<file path="src/rtl/serctl_pkg.sv">
package serctl_pkg;
  localparam logic [7:0] ADR_CTRL   = 8'h00;
  localparam logic [7:0] ADR_FRAME  = 8'h04;
  localparam logic [7:0] ADR_CMD    = 8'h0C;
  localparam logic [7:0] ADR_STATUS = 8'h10;
  localparam logic [7:0] ADR_CLKDIV = 8'h14;
  localparam logic [7:0] ADR_RXDATA = 8'h18;
  localparam logic [7:0] ADR_TXDATA = 8'h34;
  localparam logic [7:0] ADR_FLAGS  = 8'h40;
  localparam logic [7:0] ADR_FSET   = 8'h44;
  localparam logic [7:0] ADR_FCLR   = 8'h48;
  localparam logic [7:0] ADR_IEN    = 8'h4C;
  localparam logic [7:0] ADR_ROUTE  = 8'h54;

  localparam int NFLAG = 5;
  localparam int FL_TXDONE = 0;
  localparam int FL_TXROOM = 1;
  localparam int FL_RXAVL  = 2;
  localparam int FL_RXOVF  = 4;

  localparam int CT_SYNC  = 0;
  localparam int CT_LEVEL = 12;

  localparam int CM_RXON  = 0;
  localparam int CM_RXOFF = 1;
  localparam int CM_TXON  = 2;
  localparam int CM_TXOFF = 3;

  localparam int ST_TXON   = 1;
  localparam int ST_TXDONE = 5;
  localparam int ST_TXROOM = 6;
  localparam int ST_RXAVL  = 7;

  localparam int RD_PERR = 14;
  localparam int RD_FERR = 15;

  localparam logic [31:0] ROUTE_MASK = 32'h0000_0703;
endpackage

</file>
<file path="src/rtl/serctl_fifo.sv">
module serctl_fifo #(
  parameter int W     = 8,
  parameter int DEPTH = 2
) (
  input  logic                         clk,
  input  logic                         rst,
  input  logic                         push_i,
  input  logic [W-1:0]                 data_i,
  input  logic                         pop_i,
  output logic [W-1:0]                 data_o,
  output logic [$clog2(DEPTH+1)-1:0]   count_o,
  output logic                         empty_o,
  output logic                         full_o
);
  localparam int CW = $clog2(DEPTH + 1);
  localparam int PW = (DEPTH > 1) ? $clog2(DEPTH) : 1;

  logic [W-1:0]  mem [DEPTH];
  logic [PW-1:0] wp, rp;
  logic [CW-1:0] cnt;

  function automatic logic [PW-1:0] nxt(input logic [PW-1:0] p);
    return (p == PW'(DEPTH - 1)) ? '0 : p + 1'b1;
  endfunction

  always_ff @(posedge clk) begin
    if (push_i) mem[wp] <= data_i;
  end

  always_ff @(posedge clk) begin
    if (rst) begin
      wp  <= '0;
      rp  <= '0;
      cnt <= '0;
    end else begin
      if (push_i) wp <= nxt(wp);
      if (pop_i)  rp <= nxt(rp);
      case ({push_i, pop_i})
        2'b10:   cnt <= cnt + 1'b1;
        2'b01:   cnt <= cnt - 1'b1;
        default: cnt <= cnt;
      endcase
    end
  end

  assign data_o  = mem[rp];
  assign count_o = cnt;
  assign empty_o = (cnt == '0);
  assign full_o  = (cnt == CW'(DEPTH));

  AST_NO_OVERFLOW: assert property (@(posedge clk) disable iff (rst)
    push_i |-> !full_o || pop_i);
  AST_NO_UNDERFLOW: assert property (@(posedge clk) disable iff (rst)
    pop_i |-> !empty_o);
endmodule

</file>
<file path="src/rtl/serctl_irq.sv">
module serctl_irq #(
  parameter int            NF     = 5,
  parameter logic [NF-1:0] STICKY = 5'b10001,
  parameter logic [NF-1:0] LIVE   = 5'b00110,
  parameter logic [NF-1:0] TXGRP  = 5'b00011,
  parameter logic [NF-1:0] RXGRP  = 5'b10100
) (
  input  logic          clk,
  input  logic          rst,
  input  logic [NF-1:0] set_i,
  input  logic [NF-1:0] clr_i,
  input  logic [NF-1:0] hw_set_i,
  input  logic [NF-1:0] live_i,
  input  logic          ien_we_i,
  input  logic [NF-1:0] ien_d_i,
  output logic [NF-1:0] flags_o,
  output logic [NF-1:0] ien_o,
  output logic          irq_tx_o,
  output logic          irq_rx_o
);
  localparam logic [NF-1:0] IMPL = STICKY | LIVE;

  logic [NF-1:0] ien;

  for (genvar i = 0; i < NF; i++) begin : g_flag
    if (STICKY[i]) begin : g_sticky
      logic q;
      always_ff @(posedge clk) begin
        if (rst) q <= 1'b0;
        else     q <= (q & ~clr_i[i]) | hw_set_i[i] | set_i[i];
      end
      assign flags_o[i] = q;
      AST_STICKY_HOLD: assert property (@(posedge clk) disable iff (rst)
        (q && !clr_i[i]) |=> q);
    end else if (LIVE[i]) begin : g_live
      assign flags_o[i] = live_i[i];
    end else begin : g_none
      assign flags_o[i] = 1'b0;
    end
  end

  always_ff @(posedge clk) begin
    if (rst) begin
      ien      <= '0;
      irq_tx_o <= 1'b0;
      irq_rx_o <= 1'b0;
    end else begin
      if (ien_we_i) ien <= ien_d_i & IMPL;
      irq_tx_o <= |(flags_o & ien & TXGRP);
      irq_rx_o <= |(flags_o & ien & RXGRP);
    end
  end

  assign ien_o = ien;

  AST_IRQ_MASKED: assert property (@(posedge clk) disable iff (rst)
    (ien == '0) |=> (!irq_tx_o && !irq_rx_o));
endmodule

</file>
<file path="src/rtl/serctl_regs.sv">
module serctl_regs #(
  parameter int DW    = 9,
  parameter int DEPTH = 2,
  parameter int AW    = 8
) (
  input  logic          clk,
  input  logic          rst,
  input  logic          bus_wr,
  input  logic          bus_rd,
  input  logic [AW-1:0] bus_addr,
  input  logic [31:0]   bus_wdata,
  output logic [31:0]   bus_rdata,
  output logic [DW-1:0] tx_word,
  output logic          tx_valid,
  input  logic          tx_take,
  input  logic          tx_idle,
  input  logic [DW-1:0] rx_word,
  input  logic          rx_perr,
  input  logic          rx_ferr,
  input  logic          rx_strobe,
  output logic          cfg_sync,
  output logic [31:0]   cfg_frame,
  output logic [31:0]   cfg_clkdiv,
  output logic [31:0]   cfg_route,
  output logic          rx_active,
  output logic          irq_rx,
  output logic          irq_tx
);
  import serctl_pkg::*;

  localparam int CW = $clog2(DEPTH + 1);
  localparam int RW = DW + 2;

  function automatic logic hit(input logic [AW-1:0] a, input logic [7:0] r);
    return a == AW'(r);
  endfunction

  logic wr_ctrl, wr_frame, wr_cmd, wr_clkdiv, wr_tx, wr_fset, wr_fclr, wr_ien, wr_route;
  logic rd_rx;

  assign wr_ctrl   = bus_wr && hit(bus_addr, ADR_CTRL);
  assign wr_frame  = bus_wr && hit(bus_addr, ADR_FRAME);
  assign wr_cmd    = bus_wr && hit(bus_addr, ADR_CMD);
  assign wr_clkdiv = bus_wr && hit(bus_addr, ADR_CLKDIV);
  assign wr_tx     = bus_wr && hit(bus_addr, ADR_TXDATA);
  assign wr_fset   = bus_wr && hit(bus_addr, ADR_FSET);
  assign wr_fclr   = bus_wr && hit(bus_addr, ADR_FCLR);
  assign wr_ien    = bus_wr && hit(bus_addr, ADR_IEN);
  assign wr_route  = bus_wr && hit(bus_addr, ADR_ROUTE);
  assign rd_rx     = bus_rd && hit(bus_addr, ADR_RXDATA);

  logic        sync_q, level_q, tx_en, rx_en;
  logic [31:0] frame_q, clkdiv_q, route_q;

  always_ff @(posedge clk) begin
    if (rst) begin
      sync_q   <= 1'b0;
      level_q  <= 1'b0;
      frame_q  <= '0;
      clkdiv_q <= '0;
      route_q  <= '0;
      tx_en    <= 1'b0;
      rx_en    <= 1'b0;
    end else begin
      if (wr_ctrl) begin
        sync_q  <= bus_wdata[CT_SYNC];
        level_q <= bus_wdata[CT_LEVEL];
      end
      if (wr_frame)  frame_q  <= bus_wdata;
      if (wr_clkdiv) clkdiv_q <= bus_wdata;
      if (wr_route)  route_q  <= bus_wdata & ROUTE_MASK;
      if (wr_cmd) begin
        rx_en <= (rx_en | bus_wdata[CM_RXON]) & ~bus_wdata[CM_RXOFF];
        tx_en <= (tx_en | bus_wdata[CM_TXON]) & ~bus_wdata[CM_TXOFF];
      end
    end
  end

  // transmit side
  logic          tx_push, tx_pop, tx_empty, tx_full;
  logic [CW-1:0] tx_count;

  assign tx_push  = wr_tx && !tx_full;
  assign tx_valid = tx_en && !tx_empty;
  assign tx_pop   = tx_valid && tx_take;

  serctl_fifo #(.W(DW), .DEPTH(DEPTH)) u_txbuf (
    .clk(clk), .rst(rst),
    .push_i(tx_push), .data_i(bus_wdata[DW-1:0]),
    .pop_i(tx_pop), .data_o(tx_word),
    .count_o(tx_count), .empty_o(tx_empty), .full_o(tx_full)
  );

  logic tx_done_now, tx_done_prev, tx_room;

  assign tx_done_now = tx_empty && tx_idle;
  assign tx_room     = level_q ? tx_empty : (tx_count < CW'(DEPTH));

  always_ff @(posedge clk) begin
    if (rst) tx_done_prev <= 1'b1;
    else     tx_done_prev <= tx_done_now;
  end

  // receive side
  logic          rx_push, rx_pop, rx_empty, rx_full, rx_lost;
  logic [RW-1:0] rx_head;
  logic [CW-1:0] rx_count;

  assign rx_push = rx_strobe && rx_en && !rx_full;
  assign rx_lost = rx_strobe && rx_en && rx_full;
  assign rx_pop  = rd_rx && !rx_empty;

  serctl_fifo #(.W(RW), .DEPTH(DEPTH)) u_rxbuf (
    .clk(clk), .rst(rst),
    .push_i(rx_push), .data_i({rx_ferr, rx_perr, rx_word}),
    .pop_i(rx_pop), .data_o(rx_head),
    .count_o(rx_count), .empty_o(rx_empty), .full_o(rx_full)
  );

  // interrupt flags
  logic [NFLAG-1:0] fl_set, fl_clr, fl_hw, fl_live, flags, ien;

  always_comb begin
    fl_set  = wr_fset ? bus_wdata[NFLAG-1:0] : '0;
    fl_clr  = wr_fclr ? bus_wdata[NFLAG-1:0] : '0;
    fl_hw   = '0;
    fl_hw[FL_TXDONE] = tx_done_now && !tx_done_prev;
    fl_hw[FL_RXOVF]  = rx_lost;
    fl_live = '0;
    fl_live[FL_TXROOM] = tx_room;
    fl_live[FL_RXAVL]  = !rx_empty;
  end

  serctl_irq #(.NF(NFLAG)) u_irq (
    .clk(clk), .rst(rst),
    .set_i(fl_set), .clr_i(fl_clr), .hw_set_i(fl_hw), .live_i(fl_live),
    .ien_we_i(wr_ien), .ien_d_i(bus_wdata[NFLAG-1:0]),
    .flags_o(flags), .ien_o(ien),
    .irq_tx_o(irq_tx), .irq_rx_o(irq_rx)
  );

  // registered read path
  logic [31:0] rd_next;

  always_comb begin
    rd_next = '0;
    if (hit(bus_addr, ADR_CTRL)) begin
      rd_next[CT_SYNC]  = sync_q;
      rd_next[CT_LEVEL] = level_q;
    end else if (hit(bus_addr, ADR_FRAME)) begin
      rd_next = frame_q;
    end else if (hit(bus_addr, ADR_STATUS)) begin
      rd_next[ST_TXON]   = tx_en;
      rd_next[ST_TXDONE] = tx_done_now;
      rd_next[ST_TXROOM] = tx_room;
      rd_next[ST_RXAVL]  = !rx_empty;
    end else if (hit(bus_addr, ADR_CLKDIV)) begin
      rd_next = clkdiv_q;
    end else if (hit(bus_addr, ADR_RXDATA)) begin
      if (!rx_empty) begin
        rd_next[DW-1:0] = rx_head[DW-1:0];
        rd_next[RD_PERR] = rx_head[DW];
        rd_next[RD_FERR] = rx_head[DW+1];
      end
    end else if (hit(bus_addr, ADR_FLAGS)) begin
      rd_next[NFLAG-1:0] = flags;
    end else if (hit(bus_addr, ADR_IEN)) begin
      rd_next[NFLAG-1:0] = ien;
    end else if (hit(bus_addr, ADR_ROUTE)) begin
      rd_next = route_q;
    end
  end

  always_ff @(posedge clk) begin
    if (rst)         bus_rdata <= '0;
    else if (bus_rd) bus_rdata <= rd_next;
  end

  assign cfg_sync   = sync_q;
  assign cfg_frame  = frame_q;
  assign cfg_clkdiv = clkdiv_q;
  assign cfg_route  = route_q;
  assign rx_active  = rx_en;

  AST_TX_HOLD: assert property (@(posedge clk) disable iff (rst)
    (!tx_en && !tx_push) |=> $stable(tx_count));
  AST_OVF_FLAG: assert property (@(posedge clk) disable iff (rst)
    (rx_strobe && rx_en && rx_full) |=> flags[FL_RXOVF]);
  AST_RX_IGNORED: assert property (@(posedge clk) disable iff (rst)
    (!rx_en && !rd_rx) |=> $stable(rx_count));
endmodule

</file>
<file path="config.mk">
export PLATFORM = sky130hd
export DESIGN_NAME = serctl_regs
export DESIGN_NICKNAME = d
export VERILOG_FILES = /design/src/rtl/serctl_pkg.sv /design/src/rtl/serctl_fifo.sv /design/src/rtl/serctl_irq.sv /design/src/rtl/serctl_regs.sv
export SDC_FILE = /design/constraint.sdc
export NUM_CORES = 1
export LEC_CHECK = 0
export BUFFER_PORTS_ARGS = -buffer_cell sky130_fd_sc_hd__buf_2
export CORE_UTILIZATION = 48
export CTS_CLUSTER_DIAMETER = 100
export CTS_CLUSTER_SIZE = 8
export DETAILED_ROUTE_END_ITERATION = 8
export PLACE_DENSITY = 0.83
export SLEW_MARGIN = 20
export SYNTH_ARGS = -nofsm -noshare
export SYNTH_HDL_FRONTEND = slang
export SYNTH_SLANG_ARGS = --single-unit
</file>
<file path="constraint.sdc">
create_clock -name clk -period 4.2 [get_ports clk]
set_clock_uncertainty 0.1 [all_clocks]
set_input_delay 0.84 -clock clk [delete_from_list [all_inputs] [get_ports clk]]
set_output_delay 0.84 -clock clk [all_outputs]
set_load 0.01 [all_outputs]
</file>
Yosys cells after proc, flatten, opt, wreduce, memory -nomap -nowiden
Memories as Yosys holds them, arrays and structs flattened. A register that Yosys moved wholly into a read port is not among the register bits.
Index checks and enable logic that the tools add are counted.
{"block": "totals", "register_bits": 122, "mem_bits_rw": 40, "input_bits": 58, "wordCells": 140, "mem_count": 2}
{"memory": "u_rxbuf.mem", "words": 2, "width": 11, "rd": 1, "rd_clocked_by_memory_dff": 1, "write_ports": 1, "line_no": "serctl_fifo.sv:18", "text": "logic [W-1:0] mem [DEPTH];"}
{"memory": "u_txbuf.mem", "words": 2, "width": 9, "rd": 1, "rd_clocked_by_memory_dff": 1, "write_ports": 1, "line_no": "serctl_fifo.sv:18"}
{"block": "classes", "n_addsub": 8, "n_lt_le_gt_ge": 1, "eq_ne": 17, "n_mux": 46, "bitwise_logic": 15, "n_reduce_logical": 31}
{"cell": "two-way mux 32 bit", "n": 9}
{"cell": "two-way mux 27 bit", "n": 2}
{"cell": "== test 8 x 7 -> 1 bit (second input constant)", "n": 5}
{"cell": "two-way mux 5 bit", "n": 5}
{"cell": "== test 8 x 5 -> 1 bit (second input constant)", "n": 3}
{"cell": "two-way mux 24 bit", "n": 1}
{"cell": "two-way mux 11 bit", "n": 2}
{"cell": "logical AND 1 bit", "n": 19}
{"cell": "two-way mux 19 bit", "n": 1}
{"cell": "two-way mux 9 bit", "n": 2}
{"cell": "two-way mux 1 bit", "n": 17}
{"cell": "two-way mux 16 bit", "n": 1}
{"cell": "== test 2 bit (second input constant)", "n": 4}
{"cell": "== test 8 x 3 -> 1 bit (second input constant)", "n": 1}
{"cell": "== test 8 x 4 -> 1 bit (second input constant)", "n": 1}
{"cell": "== test 8 x 6 -> 1 bit (second input constant)", "n": 1}
{"cell": "zero test 8 bit", "n": 1}
{"cell": "case mux 2 bit (2 select lines)", "n": 2}
{"cell": "two-way mux 3 bit", "n": 2}
{"cell": "bitwise OR 1 bit", "n": 6}
{"cell": "bitwise AND 5 bit", "n": 1}
{"cell": "zero test 1 bit", "n": 5}
{"cell": "adder 1 bit (second input constant)", "n": 4}
{"cell": "adder 2 x 1 -> 2 bit (second input constant)", "n": 2}
{"cell": "other kinds (9)", "n": 21}

Logic depth before layout (Yosys ltp)
Gate-level depths: netlist (run 1).
{"block": "depth", "ltp_word": 16, "ltp_mapped": 10, "depth_no_buf": 8}

Modules after synthesis
Synthesis (run 1) repeated with hierarchy kept, for this count alone.
{"block": "hier_totals", "hier_cells": 761, "area_unflattened_um2": 7069.3}
{"mod": "serctl_regs", "n_inst": 1, "cells_per_inst": 620, "area_each_um2": 4889.7, "seq_area_each_um2": 2122.0}
{"mod": "serctl_fifo (u_rxbuf)", "n_inst": 1, "cells_per_inst": 56, "area_each_um2": 994.7, "seq_area_each_um2": 760.7}
{"mod": "serctl_fifo (u_txbuf)", "n_inst": 1, "cells_per_inst": 50, "area_each_um2": 852.1, "seq_area_each_um2": 640.6}
{"mod": "serctl_irq", "n_inst": 1, "cells_per_inst": 35, "area_each_um2": 332.8, "seq_area_each_um2": 160.2}

Worst setup path before layout (run 1)
Ideal clock, no wire load.
{"block": "synth_timing", "path_type": "input -> register", "from": "input port bus_addr[1]", "to": "register u_txbuf.cnt[1], in the netlist u_txbuf.count_o[1]", "t_arrival_ns": 2.747, "t_required_ns": 4.030, "path_slack_ns": 1.283, "stages": 9, "cell_sequence": "buf_2 -> nor4b_2 -> buf_2 -> nand2_1 -> nor4_2 -> inv_1 -> ha_1 -> or3_1 -> a21oi_1"}
{"block": "synth_via", "elab_chain_cells": 5, "word_cells_on_any_way": 7, "classes_between": "eq/ne (3); mux (1); reduce/logical (3)"}
{"element": "from (decl)", "line_no": "serctl_regs.sv:10", "text": "input logic [AW-1:0] bus_addr,"}
{"element": "== test 8 x 6 -> 1 bit (*)", "line_no": "serctl_regs.sv:35", "text": "return a == AW'(r);"}
{"element": "logical AND 1 bit (*)", "line_no": "serctl_regs.sv:45", "text": "assign wr_tx = bus_wr && hit(bus_addr, ADR_TXDATA);"}
{"element": "logical AND 1 bit (*)", "line_no": "serctl_regs.sv:83", "text": "assign tx_push = wr_tx && !tx_full;"}
{"element": "== test 2 x 1 -> 1 bit or == test 2 bit (tied branches)", "line_no": "serctl_fifo.sv:38", "text": "case ({push_i, pop_i})"}
{"element": "case mux 2 bit (2 select lines) or nonzero test 2 bit (tied branches)"}
{"element": "to (signal assigned)", "line_no": "serctl_fifo.sv:39", "text": "2'b10: cnt <= cnt + 1'b1;"}
{"element": "to (signal assigned)", "line_no": "serctl_fifo.sv:40", "text": "2'b01: cnt <= cnt - 1'b1;"}
{"element": "to (signal assigned)", "line_no": "serctl_fifo.sv:41", "text": "default: cnt <= cnt;"}
{"element": "to (decl)", "line_no": "serctl_fifo.sv:20", "text": "logic [CW-1:0] cnt;"}
Mark *: on every way between the ends. The rest lies on a longest branch, timed or not.
A chain may end at the register's enable or synchronous reset.

Final worst setup path (run 1)
{"block": "layout_timing", "from": "input port bus_addr[2]", "to": "register u_txbuf.cnt[1], in the netlist u_txbuf.count_o[1]"}
The elaborated chain is that of the path after synthesis.

==> flow_metrics.env, run 1 <==
export IMPL_die_w_um=123
export IMPL_post_cts_buffers=0
export IMPL_ioPinCount=200
export IMPL_synthFlopType="dfxtp_1"
export IMPL_drc_errors=0
export IMPL_core_area_um2=14100
export IMPL_timing_fmax_mhz=375
export IMPL_wl_mm=19.4
export IMPL_grt_ovfl_total=0
export IMPL_synth_area_per_cell_um2=9.12
export IMPL_setup_viol=0
export IMPL_ys_seq_area_share_pct=52.5
export IMPL_path_cells="buf_2 > nor4b_2 > nand2_1 > nor4_2 > inv_1 > ha_1 > or3_1 > a21oi_1"
export IMPL_clock_sinks=164
export IMPL_final_util_pct=60.0
export IMPL_cp_required_ns=4.43
export IMPL_worstMarginPinSlew_ns=0.922
export IMPL_hold_worst_slack_ns=0.347
export IMPL_clockRootBuffer="clkbuf_16"
export IMPL_final_area_um2=8460
export IMPL_async_flop_share_pct=0
export IMPL_worstSetupPathType="input pin to flip-flop"
export IMPL_min_period_ns=2.67
export IMPL_final_seq_area_um2=3680
export IMPL_max_slew_margin_rel_pct=38.0
export IMPL_fin_nets=980
export IMPL_die_y_um=123
export IMPL_drv_slew=0
export IMPL_multi_input_area_um2=2970
export IMPL_layout_drive_gt1_share_pct=28.1
export IMPL_yosys_warnings=0
export IMPL_final_common_cell="nand2_1"
export IMPL_final_cell_mix="180 x nand2_1, 171 x buf_2, 124 x dfxtp_1"
export IMPL_grt_max_degree=88
export IMPL_hp_start="bus_rdata[6]"
export IMPL_grt_pass1_vias=5564
export IMPL_num_rows=43
export IMPL_grt_pass1_wl_mm=29.5
export IMPL_cts_tree="yes"
export IMPL_place_area_um2=7880
export IMPL_clk_path_buf_depth=2
export IMPL_grt_usage_pct=25.9
export IMPL_syn_cell_area_um2=7020
export IMPL_port_buffers=172
export IMPL_worst_hold_path_type="flip-flop to flip-flop"
export IMPL_antenna_found_initial=0
export IMPL_post_cts_resized=0
export IMPL_crit_start="bus_addr[2]"
export IMPL_hold_buffers=0
export IMPL_layout_setup_ws_ns=1.53
export IMPL_rsz0062_at_grt="false"
export IMPL_status="finished, final reports clean"
export IMPL_clk_latency_ns=0.42
export IMPL_ys_types=55
export IMPL_dp_hpwl_mm=13.3
export IMPL_hold_viol=0
export IMPL_final_cells=1112
export IMPL_setup_tns_ns=0
export IMPL_irDropWorstVdd_uv=253
export IMPL_finalCritPeriodShare_pct=63.5
export IMPL_place_gp_congestion=0.958
export IMPL_drtIter0Drc=676
export IMPL_r2r_start="u_txbuf.count_o[0]"
export IMPL_cts_made_buffers=17
export IMPL_cp_start_kind="input pin"
export IMPL_routed_via_density=5.58
export IMPL_p_leak_nw=3.29
export IMPL_die_area_um2=15100
export IMPL_synth_edf_count=40
export IMPL_wl_per_cell_um=17.4
export IMPL_cts_htree_levels=4
export IMPL_ant_nets=0
export IMPL_cp_end_kind="flip-flop"
export IMPL_post_place_cells=1081
export IMPL_start_util_pct=49.8
export IMPL_crit_path_top_delay_cell="nor4_2"
export IMPL_path_max_fanout=18
export IMPL_critPathMaxStageDelay_ns=0.36
export IMPL_pre_cts_ws_ns=1.13
export IMPL_drt_pre_antenna_iters=6
export IMPL_synthCells=770
export IMPL_area_delta_synth_final_pct=20.5
export IMPL_clk_pin_slew_ns=0.06
export IMPL_drv_cap=0
export IMPL_powerDensity_nw_per_um2=391
export IMPL_nFillCells=1190
export IMPL_synth_seq_cells=164
export IMPL_diodes=0
export IMPL_crit_arrival_ns=2.90
export IMPL_power_total_mw=3.31
export IMPL_vias=6203
-- routing by layer --
layer / global-route usage (%) / up-vias / wire length [um]
met5: 0 / - / 0
met4: 12.2 / 0 / 660
met3: 7.01 / 44 / 1930
met2: 38.4 / 367 / 8620
met1: 34.9 / 2879 / 8150
li1: - / 2913 / -
-- report_power, final --
group	internal [mW]	switching [mW]
clock network	0.930	0.616
logic	0.0411	0.104
registers	1.62	0.00235
-- sequential cells by signal, summed over array words and instances, names as in the netlist, 4 cells and up, named ones only --
signal       count
cfg_clkdiv      32
u_irq.ien_o      4
u_rxbuf.mem     22
cfg_route        5
bus_rdata       32
u_txbuf.mem     18
cfg_frame       32
-- layout make-up --
cell class	count	area share (%)
clock inverter	13	1.88
sequential	164	43.5
timing repair buffer	186	11.4
clock buffer	18	5.07
multi-input combinational	543	35.1
inverter	8	0.355
tap	180	2.66
-- worst max-delay path: cells and delay by family --
| kind | cells | cell delay [ns] |
|---|---|---|
| AO/OA/AOI/OAI | 1 | 0.15 |
| AND/OR/NAND/NOR | 4 | 1.19 |
| buffers and inverters | 2 | 0.39 |
| adder cells (fa/ha/maj) | 1 | 0.33 |
-- cell families after synthesis --
family	after synthesis	share of synthesized area, %
mux	46	7.18
fa+ha+maj	2	0.356
flops	164	52.5
other cells	1	0.0534
xor+xnor	8	0.998
buf+inv	89	6.72
simple gates	292	18.8
compound gates	168	13.4
-- cell usage after synthesis, drive strengths merged (2+ instances only) --
cell      n  area [um2]
nand2   180         676
dfxtp   124        2480
a21oi   109         546
buf      45         307
edfxtp   40        1200
clkbuf   36         135
mux2     35         394
nand3    35         175
nor2     35         131
o21ai    22         110
mux2i    11         110
inv       8        30.0
a31oi     7        43.8
a22oi     6        45.0
nor3      6        30.0
xnor2     6        52.6
a32oi     5        43.8
and2      4        25.0
nand4     4        25.0
nor4      4        58.8
nor4b     4        47.6
a211oi    3        22.5
nand2b    3        18.8
o211ai    3        22.5
or4b      3        33.8
a22o      2        17.5
a311o     2        20.0
and3      2        12.5
ha        2        25.0
nor3b     2        15.0
o22ai     2        12.5
or2       2        12.5
or3       2        12.5
or4       2        15.0
xor2      2        17.5
-- path summary, 6_finish.rpt --
kind | to | cells after the start | slack (ns)
hold / removal | bus_rdata[6] | 2 | 0.35
setup / recovery | u_txbuf.count_o[1] | 8 | 1.53
hold reg to reg | bus_rdata[6] | 2 | 0.35
setup reg to reg | u_txbuf.count_o[1] | 7 | 2.11
(Power assumes the default switching activity.)
==> run 2, diff against run 1 <==
CORE_UTILIZATION = 47   (was 48)
PLACE_DENSITY = 0.84   (was 0.83)
clock period = 2.2 ns   (was 4.2 ns; I/O delays follow)
==> run 2 against run 1 <==
  * Sequential power grew 91%
  * Clock power grew 100%
  * Critical endpoint is now tx_word[2]
  * Critical path depth shrank 6
  * Non-clock buffer count grew 44
  * Via count grew 3.5%
  * Largest power group is now the clock network
  * Power grew 98%
  * Sequential share of layout area shrank 2.2 points
==> flow_metrics.env, run 2 (same netlist as run 1, synthesis figures left out) <==
export IMPL_hold_buffers=0
export IMPL_clk_path_buf_depth=2
export IMPL_drc_errors=0
export IMPL_clockRootBuffer="clkbuf_16"
export IMPL_critPathTopFamily="flip-flops"
export IMPL_layout_drive_gt1_share_pct=31.5
export IMPL_top_usage_layer="met2"
export IMPL_irDropWorstVdd_uv=524
export IMPL_rr_worst_depth=7
export IMPL_grt_max_degree=69
export IMPL_post_cts_buffers=0
export IMPL_seqPwrFrac_pct=47.1
export IMPL_worst_hold_path_type="input pin to flip-flop"
export IMPL_area_delta_synth_final_pct=27.1
export IMPL_crit_arrival_ns=1.52
export IMPL_vias=6419
export IMPL_hold_path_end="u_rxbuf.mem[1][2]"
export IMPL_r2r_start="u_txbuf.count_o[1]"
export IMPL_rsz0062_at_grt="false"
export IMPL_clock_sinks=164
export IMPL_hold_viol=0
export IMPL_final_common_cell="nand2_1"
export IMPL_r2r_slack_ns=0.33
export IMPL_die_w_um=124
export IMPL_p_leak_nw=3.55
export IMPL_cp_required_ns=1.66
export IMPL_powerDensity_nw_per_um2=736
export IMPL_routed_via_density=5.53
export IMPL_wl_mm=19.8
export IMPL_crit_path_top_delay_cell="dfxtp_1"
export IMPL_combinationalPowerShare_pct=4.7
export IMPL_cts_made_buffers=17
export IMPL_nFillCells=1230
export IMPL_ioPinCount=200
export IMPL_grt_ovfl_total=0
export IMPL_worstMarginPinSlew_ns=0.704
export IMPL_holdPathStages=1
export IMPL_die_y_um=124
export IMPL_cp_end_kind="output pin"
export IMPL_critPathMaxStageDelay_ns=0.58
export IMPL_clk_pin_slew_ns=0.06
export IMPL_port_buffers=172
export IMPL_cp_num_buf_inv=1
export IMPL_setup_viol=0
export IMPL_final_util_pct=61.4
export IMPL_grtUsageMet2_pct=40.2
export IMPL_num_rows=44
export IMPL_drtIter0Drc=649
export IMPL_max_slew_margin_rel_pct=53.1
export IMPL_worstSetupPathType="flip-flop to output pin"
export IMPL_core_area_um2=14500
export IMPL_final_cell_mix="180 x nand2_1, 171 x buf_2, 124 x dfxtp_1"
export IMPL_r2r_end="u_txbuf.count_o[1]"
export IMPL_drv_cap=0
export IMPL_grt_use_met1_pct=35.1
export IMPL_finalCritPeriodShare_pct=93.7
export IMPL_fin_nets=1024
export IMPL_grt_usage_pct=26.0
export IMPL_diodes=0
export IMPL_drt_pre_antenna_iters=6
export IMPL_start_util_pct=48.3
export IMPL_p_sw_mw=1.40
export IMPL_place_gp_congestion=0.939
export IMPL_cts_tree="yes"
export IMPL_dp_hpwl_mm=14.0
export IMPL_ant_nets=0
export IMPL_path_cells="mux2_2 > buf_2"
export IMPL_drv_slew=0
export IMPL_grt_pass1_vias=5929
export IMPL_timing_fmax_mhz=485
export IMPL_cts_htree_levels=4
export IMPL_min_period_ns=2.06
export IMPL_post_cts_resized=0
export IMPL_status="finished, final reports clean"
export IMPL_hp_start="rx_word[2]"
export IMPL_p_clk_share_pct=48.2
export IMPL_cp_start_kind="flip-flop"
export IMPL_use_met3_pct=5.22
export IMPL_hold_worst_slack_ns=0.102
export IMPL_p_int_mw=5.16
export IMPL_die_area_um2=15400
export IMPL_antenna_found_initial=0
export IMPL_grt_pass1_wl_mm=31.7
export IMPL_path_max_fanout=9
export IMPL_swShare_pct=21.4
export IMPL_power_total_mw=6.57
export IMPL_wl_per_cell_um=17.1
export IMPL_clk_latency_ns=0.43
[run 2: cell types whose count changed in the layout (fill, tap and decap cells not counted), sizes merged]
cell	delta
buf	+44
clkinvlp	-1
clkbuf	+3
bufinv	+1
clkinv	-2
[run 2: metrics by stage]
step	cells	worst slack, ns	area (um2)	setup TNS (ns)
after floorplan	796	-0.181	7150	-0.346
after CTS	1161	0.114	8920	0
after detailed placement	1129	-0.147	8290	-0.376
after global placement	1129	-0.109	8290	-0.155
after global routing	1161	0.0707	8920	0
final	1161	0.139	8920	0
[run 2: worst max path at each step]
stage | start | end | cells after the start
after floorplan | bus_addr[1] | u_rxbuf.count_o[1] | 6
after global placement | bus_addr[1] | u_rxbuf.count_o[1] | 6
after detailed placement | bus_addr[3] | u_txbuf.count_o[1] | 9
after CTS | flip-flop | tx_word[2] | 2
after global routing | flip-flop | tx_word[3] | 2
final | flip-flop | tx_word[2] | 2
[run 2: power groups by stage]
stage                     combinational [mW]  sequential (mW)  clock, mW
after floorplan                        0.194             3.16          0
after global placement                 0.299             3.16          0
after detailed placement               0.302             3.16          0
after CTS                              0.303             3.09       3.20
after global routing                   0.330             3.09       3.33
final                                  0.308             3.09       3.16
[run 2: area by class of cell]
cell class / count / area, um2 / share of cell area, %
Clock buffer: 21 / 462 / 5.17
Sequential cell: 164 / 3680 / 41.3
Inverter: 8 / 30.0 / 0.337
Timing Repair Buffer: 230 / 1360 / 15.3
Tap cell: 184 / 230 / 2.58
Clock inverter: 11 / 173 / 1.94
Multi-Input combinational cell: 543 / 2980 / 33.4
[run 2: routing by layer]
metal	vias up	routed length [um]
met4	0	639
met3	43	1720
met2	343	9150
met5	-	0
met1	3021	8340
li1	3012	-
==> run 3, diff against run 2 <==
BUFFER_PORTS_ARGS = not set   (was -buffer_cell sky130_fd_sc_hd__buf_2)
CORE_UTILIZATION = 48   (was 47)
DONT_BUFFER_PORTS = 1   (was not set)
PLACE_DENSITY = 0.73   (was 0.84)
TNS_END_PERCENT = 20   (was not set)
==> run 3 against run 2 <==
  * Combinational power decreased by 41%
  * Largest cell class unchanged
  * Fmax increased by 4.0%
  * Via count decreased by 10%
  * Critical path depth increased by 5
  * Highest routed layer unchanged
  * Final cell count decreased by 16%
  * Flip-flop and latch count unchanged
==> flow_metrics.env, run 3 (same netlist as run 1, synthesis figures left out) <==
export IMPL_status="finished, final reports clean"
export IMPL_grt_pass1_wl_mm=29.8
export IMPL_rsz0062_at_grt="false"
export IMPL_vias=5769
export IMPL_final_area_um2=8020
export IMPL_path_cells="nand2b_1 > nand3_1 > nor4_4 > inv_1 > ha_1 > or3_1 > a21oi_1"
export IMPL_grt_max_degree=76
export IMPL_powerDensity_nw_per_um2=800
export IMPL_die_area_um2=15100
export IMPL_drv_slew=0
export IMPL_worstSetupPathType="flip-flop to flip-flop"
export IMPL_area_delta_synth_final_pct=14.2
export IMPL_critPathMaxStageDelay_ns=0.44
export IMPL_routed_via_density=5.90
export IMPL_post_cts_resized=0
export IMPL_drt_pre_antenna_iters=6
export IMPL_cp_start_kind="flip-flop"
export IMPL_wl_mm=20.5
export IMPL_worst_hold_path_type="input pin to flip-flop"
export IMPL_layout_drive_gt1_share_pct=14.1
export IMPL_grt_ovfl_total=0
export IMPL_antenna_found_initial=0
export IMPL_grt_usage_pct=26.7
export IMPL_p_leak_nw=2.64
export IMPL_nFillCells=1216
export IMPL_dp_hpwl_mm=13.8
export IMPL_r2r_slack_ns=0.22
export IMPL_place_gp_congestion=0.891
export IMPL_drtIter0Drc=469
export IMPL_layout_setup_ws_ns=0.218
export IMPL_final_common_cell="nand2_1"
export IMPL_cp_end_kind="flip-flop"
export IMPL_clk_latency_ns=0.42
export IMPL_diodes=0
export IMPL_cp_required_ns=2.43
export IMPL_crit_arrival_ns=2.22
export IMPL_ioPinCount=200
export IMPL_drc_errors=0
export IMPL_clk_path_buf_depth=2
export IMPL_clockRootBuffer="clkbuf_16"
export IMPL_setup_viol=0
export IMPL_ant_nets=0
export IMPL_cts_tree="yes"
export IMPL_die_w_um=123
export IMPL_min_period_ns=1.98
export IMPL_port_buffers=0
export IMPL_max_slew_margin_rel_pct=39.5
export IMPL_die_y_um=123
export IMPL_grt_pass1_vias=5341
export IMPL_timing_fmax_mhz=504
export IMPL_wl_per_cell_um=21.0
export IMPL_core_area_um2=14100
export IMPL_finalCritPeriodShare_pct=90.1
export IMPL_hold_viol=0
export IMPL_path_max_fanout=6
export IMPL_drv_cap=0
export IMPL_fin_nets=844
export IMPL_num_rows=43
export IMPL_irDropWorstVdd_uv=514
export IMPL_clock_sinks=164
export IMPL_cts_made_buffers=17
export IMPL_clk_pin_slew_ns=0.06
export IMPL_setup_tns_ns=0
export IMPL_crit_path_top_delay_cell="dfxtp_1"
export IMPL_pre_cts_ws_ns=-0.0282
export IMPL_place_area_um2=7210
export IMPL_cts_htree_levels=4
export IMPL_final_cell_mix="180 x nand2_1, 124 x dfxtp_1, 109 x a21oi_1"
export IMPL_start_util_pct=49.8
export IMPL_worstMarginPinSlew_ns=0.904
[run 3: critical path: cells and delay by family (launching register included)]
kind / cells / cell delay, ns
AOI/OAI and AO/OA: 1 / 0.15
DFF: 1 / 0.44
and+or+nand+nor: 4 / 0.84
adders and majority gates: 1 / 0.29
buffers and inverters: 1 / 0.09
[run 3: layout make-up]
cell class	count	area, um2	share of cell area (%)
sequential	164	3680	45.9
multi-input combinational	543	2980	37.2
clock buffer	22	487	6.07
timing repair buffer	50	470	5.87
tap	180	225	2.81
clock inverter	10	141	1.76
inverter	8	30.0	0.374
[run 3: metal layers]
metal	share of wire (%)	global-route usage [%]
met1	41	35.1
met2	47	40.9
met3	10	9.46
met4	2.4	8.38
met5	0	0
[run 3: final timing paths]
path / endpoint / cells after the start / start
max: u_txbuf.count_o[1] / 7 / u_txbuf.count_o[0]
min: u_rxbuf.mem[0][6] / 0 / rx_word[6]
max reg2reg: u_txbuf.count_o[1] / 7 / u_txbuf.count_o[0]
min reg2reg: bus_rdata[31] / 2 / bus_rdata[31]
[run 3: stage by stage]
step           utilization [%]  cells  total power, mW  hold slack (ns)
2_1_floorplan                -    796             3.36            0.350
3_3_place_gp              51.2    929             3.28            0.376
3_5_place_dp              51.2    929             3.28            0.396
4_1_cts                   56.1    966             6.43          0.00100
5_1_grt                   56.9    977             6.60        0.0000812
6_report                  56.9    977             6.42           0.0195
[run 3: what timing repair did]
action | 4_1_cts | 5_1_grt
buffers inserted | 0 | 0
hold endpoints to repair | 23 | 20
hold buffers | 5 | 11
[run 3: power by group]
part | switching, mW | internal [mW]
registers | 0.00895 | 3.09
logic | 0.116 | 0.0653
clock network | 1.21 | 1.93
total | 1.33 | 5.08
